==> src/rtl/gpio_pin_irq_pkg.sv <==
package gpio_pin_irq_pkg;

  typedef enum logic [1:0] {
    POL_LOW  = 2'b00,
    POL_HIGH = 2'b01,
    POL_BOTH = 2'b10,
    POL_RSVD = 2'b11
  } pol_code_e;

  localparam int unsigned DEF_SLEEP_STATES = 3;

endpackage

==> src/rtl/gpio_evt_detect.sv <==
module gpio_evt_detect
  import gpio_pin_irq_pkg::*;
(
  input  logic       clk,
  input  logic       rst_n,
  input  logic       pin_in,
  input  logic       trig_level,
  input  logic [1:0] act_code,
  output logic       evt
);

  logic lvl_q, lvl_d;
  logic vld_q, vld_d;
  logic rise, fall;
  pol_code_e pol;

  assign pol = pol_code_e'(act_code);

  always_comb begin
    lvl_d = pin_in;
    vld_d = 1'b1;
  end

  always_ff @(posedge clk or negedge rst_n) begin
    if (!rst_n) begin
      lvl_q <= 1'b0;
      vld_q <= 1'b0;
    end else begin
      lvl_q <= lvl_d;
      vld_q <= vld_d;
    end
  end

  assign rise = vld_q & pin_in & ~lvl_q;
  assign fall = vld_q & ~pin_in & lvl_q;

  always_comb begin
    unique case (pol)
      POL_LOW:  evt = trig_level ? ~pin_in : fall;
      POL_HIGH: evt = trig_level ? pin_in  : rise;
      POL_BOTH: evt = rise | fall;
      default:  evt = 1'b0;
    endcase
  end

endmodule

==> src/rtl/gpio_sticky_bit.sv <==
module gpio_sticky_bit (
  input  logic clk,
  input  logic rst_n,
  input  logic set_i,
  input  logic clr_i,
  output logic q
);

  logic q_r, q_d;

  always_comb begin
    q_d = q_r;
    if (clr_i) q_d = 1'b0;
    if (set_i) q_d = 1'b1;
  end

  always_ff @(posedge clk or negedge rst_n) begin
    if (!rst_n) q_r <= 1'b0;
    else        q_r <= q_d;
  end

  assign q = q_r;

endmodule

==> src/rtl/gpio_wake_select.sv <==
module gpio_wake_select #(
  parameter  int unsigned NUM_SLEEP = 3,
  localparam int unsigned SEL_W     = $clog2(NUM_SLEEP + 1)
) (
  input  logic [NUM_SLEEP-1:0] wake_en,
  input  logic [SEL_W-1:0]     sleep_sel,
  output logic                 armed
);

  logic [NUM_SLEEP-1:0] hit;

  for (genvar i = 0; i < NUM_SLEEP; i++) begin : g_state
    assign hit[i] = wake_en[i] && (sleep_sel == SEL_W'(i + 1));
  end

  assign armed = |hit;

endmodule

==> src/rtl/gpio_pad_path.sv <==
module gpio_pad_path (
  input  logic out_en,
  input  logic out_val,
  input  logic pin_in,
  output logic pad_oe,
  output logic pad_out,
  output logic pin_sts
);

  assign pad_oe  = out_en;
  assign pad_out = out_en & out_val;
  assign pin_sts = out_en ? out_val : pin_in;

endmodule

==> src/rtl/gpio_pin_irq.sv <==
module gpio_pin_irq
  import gpio_pin_irq_pkg::*;
#(
  parameter  int unsigned NUM_SLEEP = DEF_SLEEP_STATES,
  localparam int unsigned SLEEP_W   = $clog2(NUM_SLEEP + 1)
) (
  input  logic                 clk,
  input  logic                 rst_n,
  input  logic                 pin_in,
  input  logic                 trig_level,
  input  logic [1:0]           act_code,
  input  logic                 irq_en,
  input  logic                 irq_unmask,
  input  logic [NUM_SLEEP-1:0] wake_en,
  input  logic [SLEEP_W-1:0]   sleep_sel,
  input  logic                 clr_wr,
  input  logic                 clr_irq,
  input  logic                 clr_wake,
  input  logic                 out_en,
  input  logic                 out_val,
  output logic                 irq_sts,
  output logic                 wake_sts,
  output logic                 irq_req,
  output logic                 src_flag,
  output logic                 pad_oe,
  output logic                 pad_out,
  output logic                 pin_sts
);

  logic evt;
  logic wake_armed;
  logic irq_set, irq_clr;
  logic wake_set, wake_clr;

  gpio_evt_detect u_detect (
    .clk        (clk),
    .rst_n      (rst_n),
    .pin_in     (pin_in),
    .trig_level (trig_level),
    .act_code   (act_code),
    .evt        (evt)
  );

  gpio_wake_select #(.NUM_SLEEP(NUM_SLEEP)) u_wsel (
    .wake_en   (wake_en),
    .sleep_sel (sleep_sel),
    .armed     (wake_armed)
  );

  assign irq_set  = evt & irq_en;
  assign irq_clr  = clr_wr & clr_irq;
  assign wake_set = evt & wake_armed;
  assign wake_clr = clr_wr & clr_wake;

  gpio_sticky_bit u_irq_bit (
    .clk   (clk),
    .rst_n (rst_n),
    .set_i (irq_set),
    .clr_i (irq_clr),
    .q     (irq_sts)
  );

  gpio_sticky_bit u_wake_bit (
    .clk   (clk),
    .rst_n (rst_n),
    .set_i (wake_set),
    .clr_i (wake_clr),
    .q     (wake_sts)
  );

  assign irq_req  = irq_sts & irq_unmask;
  assign src_flag = irq_sts | wake_sts;

  gpio_pad_path u_pad (
    .out_en  (out_en),
    .out_val (out_val),
    .pin_in  (pin_in),
    .pad_oe  (pad_oe),
    .pad_out (pad_out),
    .pin_sts (pin_sts)
  );

endmodule

==> config.mk <==
export PLATFORM = sky130hd
export DESIGN_NAME = gpio_pin_irq
export DESIGN_NICKNAME = d
export VERILOG_FILES = /design/src/rtl/gpio_pin_irq_pkg.sv /design/src/rtl/gpio_evt_detect.sv /design/src/rtl/gpio_sticky_bit.sv /design/src/rtl/gpio_wake_select.sv /design/src/rtl/gpio_pad_path.sv /design/src/rtl/gpio_pin_irq.sv
export SDC_FILE = /design/constraint.sdc
export NUM_CORES = 1
export LEC_CHECK = 0
export ABC_CLOCK_PERIOD_IN_PS = 1200
export BUFFER_PORTS_ARGS = -buffer_cell sky130_fd_sc_hd__buf_2
export CELL_PAD_IN_SITES_DETAIL_PLACEMENT = 2
export CELL_PAD_IN_SITES_GLOBAL_PLACEMENT = 2
export CORE_UTILIZATION = 14
export CTS_CLUSTER_SIZE = 24
export DETAILED_ROUTE_END_ITERATION = 8
export GPL_TIMING_DRIVEN = 0
export PLACE_DENSITY_LB_ADDON = 0.1
export SETUP_SLACK_MARGIN = 0.15
export SYNTH_ARGS = -nofsm -noshare
export SYNTH_HDL_FRONTEND = slang
export SYNTH_SLANG_ARGS = --single-unit
==> constraint.sdc <==
create_clock -name clk -period 1.2 [get_ports clk]
set_input_delay 0.06 -clock clk [delete_from_list [all_inputs] [get_ports clk]]
set_output_delay 0.06 -clock clk [all_outputs]
set_load 0.03 [all_outputs]
### Yosys cells after proc, flatten, opt, wreduce, memory -nomap -nowiden

Cells that the tools add are included.

| storage, ports and cells | value |
|---|---|
| register bits | 4 |
| bits of input ports | 18 |
| output and inout bits | 7 |

| cells by class | value |
|---|---|
| bitwise operators | 14 |
| multiplexer cells | 8 |
| eq/ne operators | 5 |
| reduce and logical (&&, ||, !) cells | 7 |

Operators by type and width:

| operator | count |
|---|---|
| 1-bit bitwise AND | 10 |
| 1-bit 2-to-1 mux | 7 |
| 2-bit equality test, second input constant | 3 |
| 2-bit by 1-bit equality test with 1-bit output, second input constant | 2 |
| 2-bit nonzero test | 2 |
| 1-bit logical AND | 3 |
| 1-bit one-hot mux with 3 select lines | 1 |
| 3-bit OR reduction | 1 |
| 2-bit zero test | 1 |
| 1-bit NOT | 2 |
| 1-bit OR | 2 |

### Depth between registers and ports, before layout

| depth | value |
|---|---|
| word-level depth | 7 |
| depth in mapped cells | 4 |
| gate-level depth less buffers | 4 |

### By module

A second synthesis with hierarchy kept.

| unflattened totals | value |
|---|---|
| cells, all modules | 28 |
| area, all modules | 279.0 µm² |

Modules (own cells, without submodules):

| module | instances | sequential area each (µm²) | area an instance (µm²) | cells each |
|---|---|---|---|---|
| gpio_evt_detect | 1 | 50.0 | 113.9 | 10 |
| gpio_sticky_bit | 2 | 25.0 | 36.3 | 3 |
| gpio_pin_irq | 1 | 0.0 | 38.8 | 6 |
| gpio_pad_path | 1 | 0.0 | 30.0 | 3 |
| gpio_wake_select | 1 | 0.0 | 23.8 | 3 |

### Least setup slack after synthesis

OpenSTA, ideal clock, no wires.

| timing | value |
|---|---|
| path kind | register to register |
| start point | register u_detect.vld_q |
| end point | register u_irq_bit.q_r (netlist: u_irq_bit.q) |
| setup slack | 0.087 ns |
| buffers on the path | 0 |
| clock period less this slack | 1.113 ns |
| data arrival time | 0.992 ns |
| required time | 1.079 ns |
| stages on the path, launching flop included | 5 |
| cell sequence | dfrtp_1 > nor2b_1 > o2111ai_1 > o211ai_2 > a22o_1 |

| between the ends | value |
|---|---|
| cells in the longest elaborated chain, start to end | 6 |
| elaborated cells on any way between the ends | 11 |
| those cells by class | mux: 4; bitwise: 6; reduce/logical: 1 |

Ends and longest elaborated chain:

| item | RTL line | text |
|---|---|---|
| start: declaration | gpio_evt_detect.sv:13 | `logic vld_q, vld_d;` |
| start signal: assignment | gpio_evt_detect.sv:30 | `vld_q <= vld_d;` |
| 1-bit bitwise AND (on tied branches) (2 in a row) | gpio_evt_detect.sv:34, gpio_evt_detect.sv:35 |  |
| 1-bit OR (tied with other cells) | gpio_evt_detect.sv:41 | `POL_BOTH: evt = rise \| fall;` |
| 1-bit one-hot mux with 3 select lines (*) | gpio_evt_detect.sv:38 | `unique case (pol)` |
| 1-bit bitwise AND (*) | gpio_pin_irq.sv:50 | `assign irq_set = evt & irq_en;` |
| 1-bit 2-to-1 mux or 2-bit nonzero test (tied branches) | -- |  |
| end signal: assignment | gpio_sticky_bit.sv:19 | `else q_r <= q_d;` |
| end: declaration | gpio_sticky_bit.sv:9 | `logic q_r, q_d;` |

Mark *: on every way between the ends. The rest lies on a longest branch, timed or not.
A chain may end at the register's enable or synchronous reset.

### Final worst setup path

| timing | value |
|---|---|
| start point | register u_detect.lvl_q |
| end point | register u_wake_bit.q_r (netlist: u_wake_bit.q) |

| between the ends | value |
|---|---|
| cells in the longest elaborated chain, start to end | 6 |
| elaborated cells on any way between the ends | 10 |
| those cells by class | mux: 4; bitwise: 5; reduce/logical: 1 |

Ends and longest elaborated chain:

| item | RTL line | text |
|---|---|---|
| start: declaration | gpio_evt_detect.sv:12 | `logic lvl_q, lvl_d;` |
| start signal: assignment | gpio_evt_detect.sv:29 | `lvl_q <= lvl_d;` |
| 1-bit NOT | gpio_evt_detect.sv:34 | `assign rise = vld_q & pin_in & ~lvl_q;` |
| 1-bit bitwise AND | gpio_evt_detect.sv:34 |  |
| 1-bit OR or 1-bit 2-to-1 mux (tied branches) | gpio_evt_detect.sv:41, gpio_evt_detect.sv:40 |  |
| 1-bit one-hot mux with 3 select lines (*) | gpio_evt_detect.sv:38 |  |
| 1-bit bitwise AND (*) | gpio_pin_irq.sv:52 | `assign wake_set = evt & wake_armed;` |
| 1-bit 2-to-1 mux or 2-bit nonzero test (tied branches) | -- |  |
| end signal: assignment | gpio_sticky_bit.sv:19 |  |
| end: declaration | gpio_sticky_bit.sv:9 |  |

Marked as above.

==> impl_results.md <==
* Run status: finished, final reports clean
* Hold path endpoint: u_detect.lvl_q
* First-pass GRT wire length at about 1400 um
* RSZ-0062 raised after global routing: true
* Initial drt markers at 2
* PwrDens at roughly 1100 mW/mm^2
* Hold depth at 1
* Crit path kind: flop to flop
* GRT Residual Overflow at 0
* CP Max Fanout at 2
* Full die area at between 0.0015 and 0.002 mm^2
* Htree depth at 1
* Synthesized area per cell at between 9 and 10 um^2
* Leakage at between 0.2 and 0.3 nW
* Max-slew violation count at 0
* Initial antenna violation count at 0
* Worst r2r src: u_detect.lvl_q
* Vias in the first global route at 359
* CP arrival at 1.35 ns
* CTS clk-pin slew, worst paths at 0.04 ns
* Largest net degree at the start of global routing at 7
* Post-synth top area share at 0.394
* Port bufs at 24
* Count of final setup violators at 0
* R2R Setup Slk at roughly 0.019 ns
* Clock Tree Buf Depth at 2
* Syn Nets at between 40 and 50
* YS warnings at 0
* Count of max-cap constraint violations at 0
* Final Wtd Congestion at 0.640
* Wirelength per Cell at 10.7 um
* Drt total wl at a little under 900 um
* Worst IR drop on VDD at between 400 and 500 uV
* Part of the cycle the worst path needs at 0.984
* DIE HEIGHT at ~45 um
* Util after Layout at 0.284
* Share of cells above drive strength 1 at 0.621
* HP Class: primary input to flop
* Layout Skew at about 0.00099 ns
* Synth Register Bits at 4
* Worst hold slack at between 0.02 and 0.025 ns
* Clk_lat worst skew at 0.23 ns
* Final nets at 78
* ANT nets after route at 0
* CTS root buf: clkbuf_4
* ANT cells at 0
* Post-layout minimum cycle time at between 1 and 1.5 ns
* Final Hold Fails at 0
* Sequential fraction of the synthesis area at 0.394
* Total number of vias at around 320
* Area growth, synth to finish at 90.6%
* Initial Utilization at 0.149
* HP Start: pin_in
* Die width at between 40 and 50 um
* Worst path required time at ~1.4 ns
* Pre-CTS WS at -0.0487 ns
* Number of I/O pins at 25
* CTS buffer count at 3
* Post-synth top area cell: dfrtp_1
* Syn Inst Count at 27
* F_max at between 800 and 900 MHz
* Area contributors post-synth: dfrtp_1 39%, mux2_1 8.9%, nand2_1 7.4%, a22o_1 6.9%, and2_1 4.9%
* Reg2reg path depth at 3
* Drt first pass iters at 2
* CP Capture Type: flop
* Final HPWL from detailed placement at between 700 and 800 um
* Rows at 15
* Setup WS post-layout at approximately 0.019 ns
* Clk sink count at 4
* CORE AREA at between 0.0015 and 0.002 mm^2
* Unique masters post-synth at 17
* CTS tree: done
* Worst setup SP type: flop
* Finished Layout Cells at a little over 80
* Post-Place Cells at between 70 and 80
* Drt drc at 0
* Vias/cell at about 3.9
* Mapped Area at around 250 um^2
* Gr usage total at 0.102
* Critical R2R Capture: u_wake_bit.q
worst max-delay path by stage:
stage,to,start,slack (ns)
floorplan,u_irq_bit.q,u_detect.vld_q,0.10
global placement,u_wake_bit.q,u_detect.vld_q,0.02
detailed placement,u_wake_bit.q,u_detect.vld_q,-0.05
CTS,u_wake_bit.q,u_detect.vld_q,-0.02
global route,u_wake_bit.q,u_detect.lvl_q,-0.03
finish,u_wake_bit.q,u_detect.lvl_q,0.02
where the power goes:
group | switching, W | internal, W | leakage, nW | total [W]
combinational | 0.000112 | 0.0000974 | 0.199 | 0.000210
sequential | 0.0000106 | 0.000150 | 0.0488 | 0.000160
clock | 0.0000534 | 0.000112 | 0.0138 | 0.000165
total | 0.000176 | 0.000359 | 0.262 | 0.000535
Yosys cell counts:
library cell  instances
nand3_1               1
o2111ai_1             1
nor2b_1               1
mux2_1                2
mux2_2                1
inv_1                 1
o211ai_2              1
nor2_1                1
and2_1                2
nand2_1               5
dfrtp_1               4
buf_4                 1
or2b_2                1
a22o_1                2
conb_1                1
or2_1                 1
o21ai_1               1
cell type report:
cell class	instances	area (um^2)
tap	25	31.3
clock buffer	3	22.5
timing repair buffer	28	159
multi-input combinational	21	160
fill	201	1220
buffer	1	7.51
inverter	1	3.75
sequential	4	100
per-layer routing:
| metal | wire length [um] | up-vias | GRT usage |
|---|---|---|---|
| met4 | 0 | 0 | 0.0364 |
| met2 | 512 | 15 | 0.182 |
| met1 | 308 | 153 | 0.109 |
| met3 | 69 | 0 | 0.0367 |
| met5 | 0 | - | 0 |
| li1 | - | 154 | - |
critical path, stage by stage (launching register included):
cell      delay, ns
dfrtp_1        0.41
mux2_4         0.32
o211ai_2       0.21
a22o_1         0.18
placed cells by master (no fill, tap or decap):
master	synthesis	routed
buf_2	0	23
nand2_1	5	5
buf_4	1	4
dfrtp_1	4	4
clkbuf_4	0	3
and2_1	2	2
mux2_1	2	2
a22o_1	2	2
or2b_2	1	1
mux2_4	0	1
nor2b_4	0	1
inv_1	1	1
o2111ai_2	0	1
nor2_1	1	1
nand3_1	1	1
o211ai_2	1	1
o21ai_1	1	1
or2_1	1	1
dlygate4sd3_1	0	1
buf_6	0	1
conb_1	1	1
through the flow:
stage / total power [W] / TNS [ns] / cell area (um^2)
final: 0.000535 / 0 / 484
after detailed placement: 0.000334 / -0.0905 / 405
after global routing: 0.000572 / -0.0513 / 484
after floorplan: 0.000261 / 0 / 254
after global placement: 0.000328 / 0 / 405
after CTS: 0.000547 / -0.0208 / 480
repair_timing:
action / CTS / global route
cloned: 0 / 0
pin swaps: 5 / 2
hold buffers: 1 / 0
buffers inserted: 3 / 0
gates resized for setup: 5 / 1
setup endpoints to repair: 3 / 3
hold endpoints to repair: 4 / 0
kinds of logic (layout without fill, tap and decap cells):
family	count (synthesis)	count (layout)	share of synthesized area
compound gates	5	5	0.172
buf+inv	2	33	0.0443
other cells	1	1	0.0148
simple gates	12	12	0.241
flops	4	4	0.394
mux	3	3	0.133
state kept, by name (all words and copies together) (netlist names):
name            count
u_detect.lvl_q      1
u_detect.vld_q      1
u_irq_bit.q         1
u_wake_bit.q        1
(Power assumes the default switching activity.)
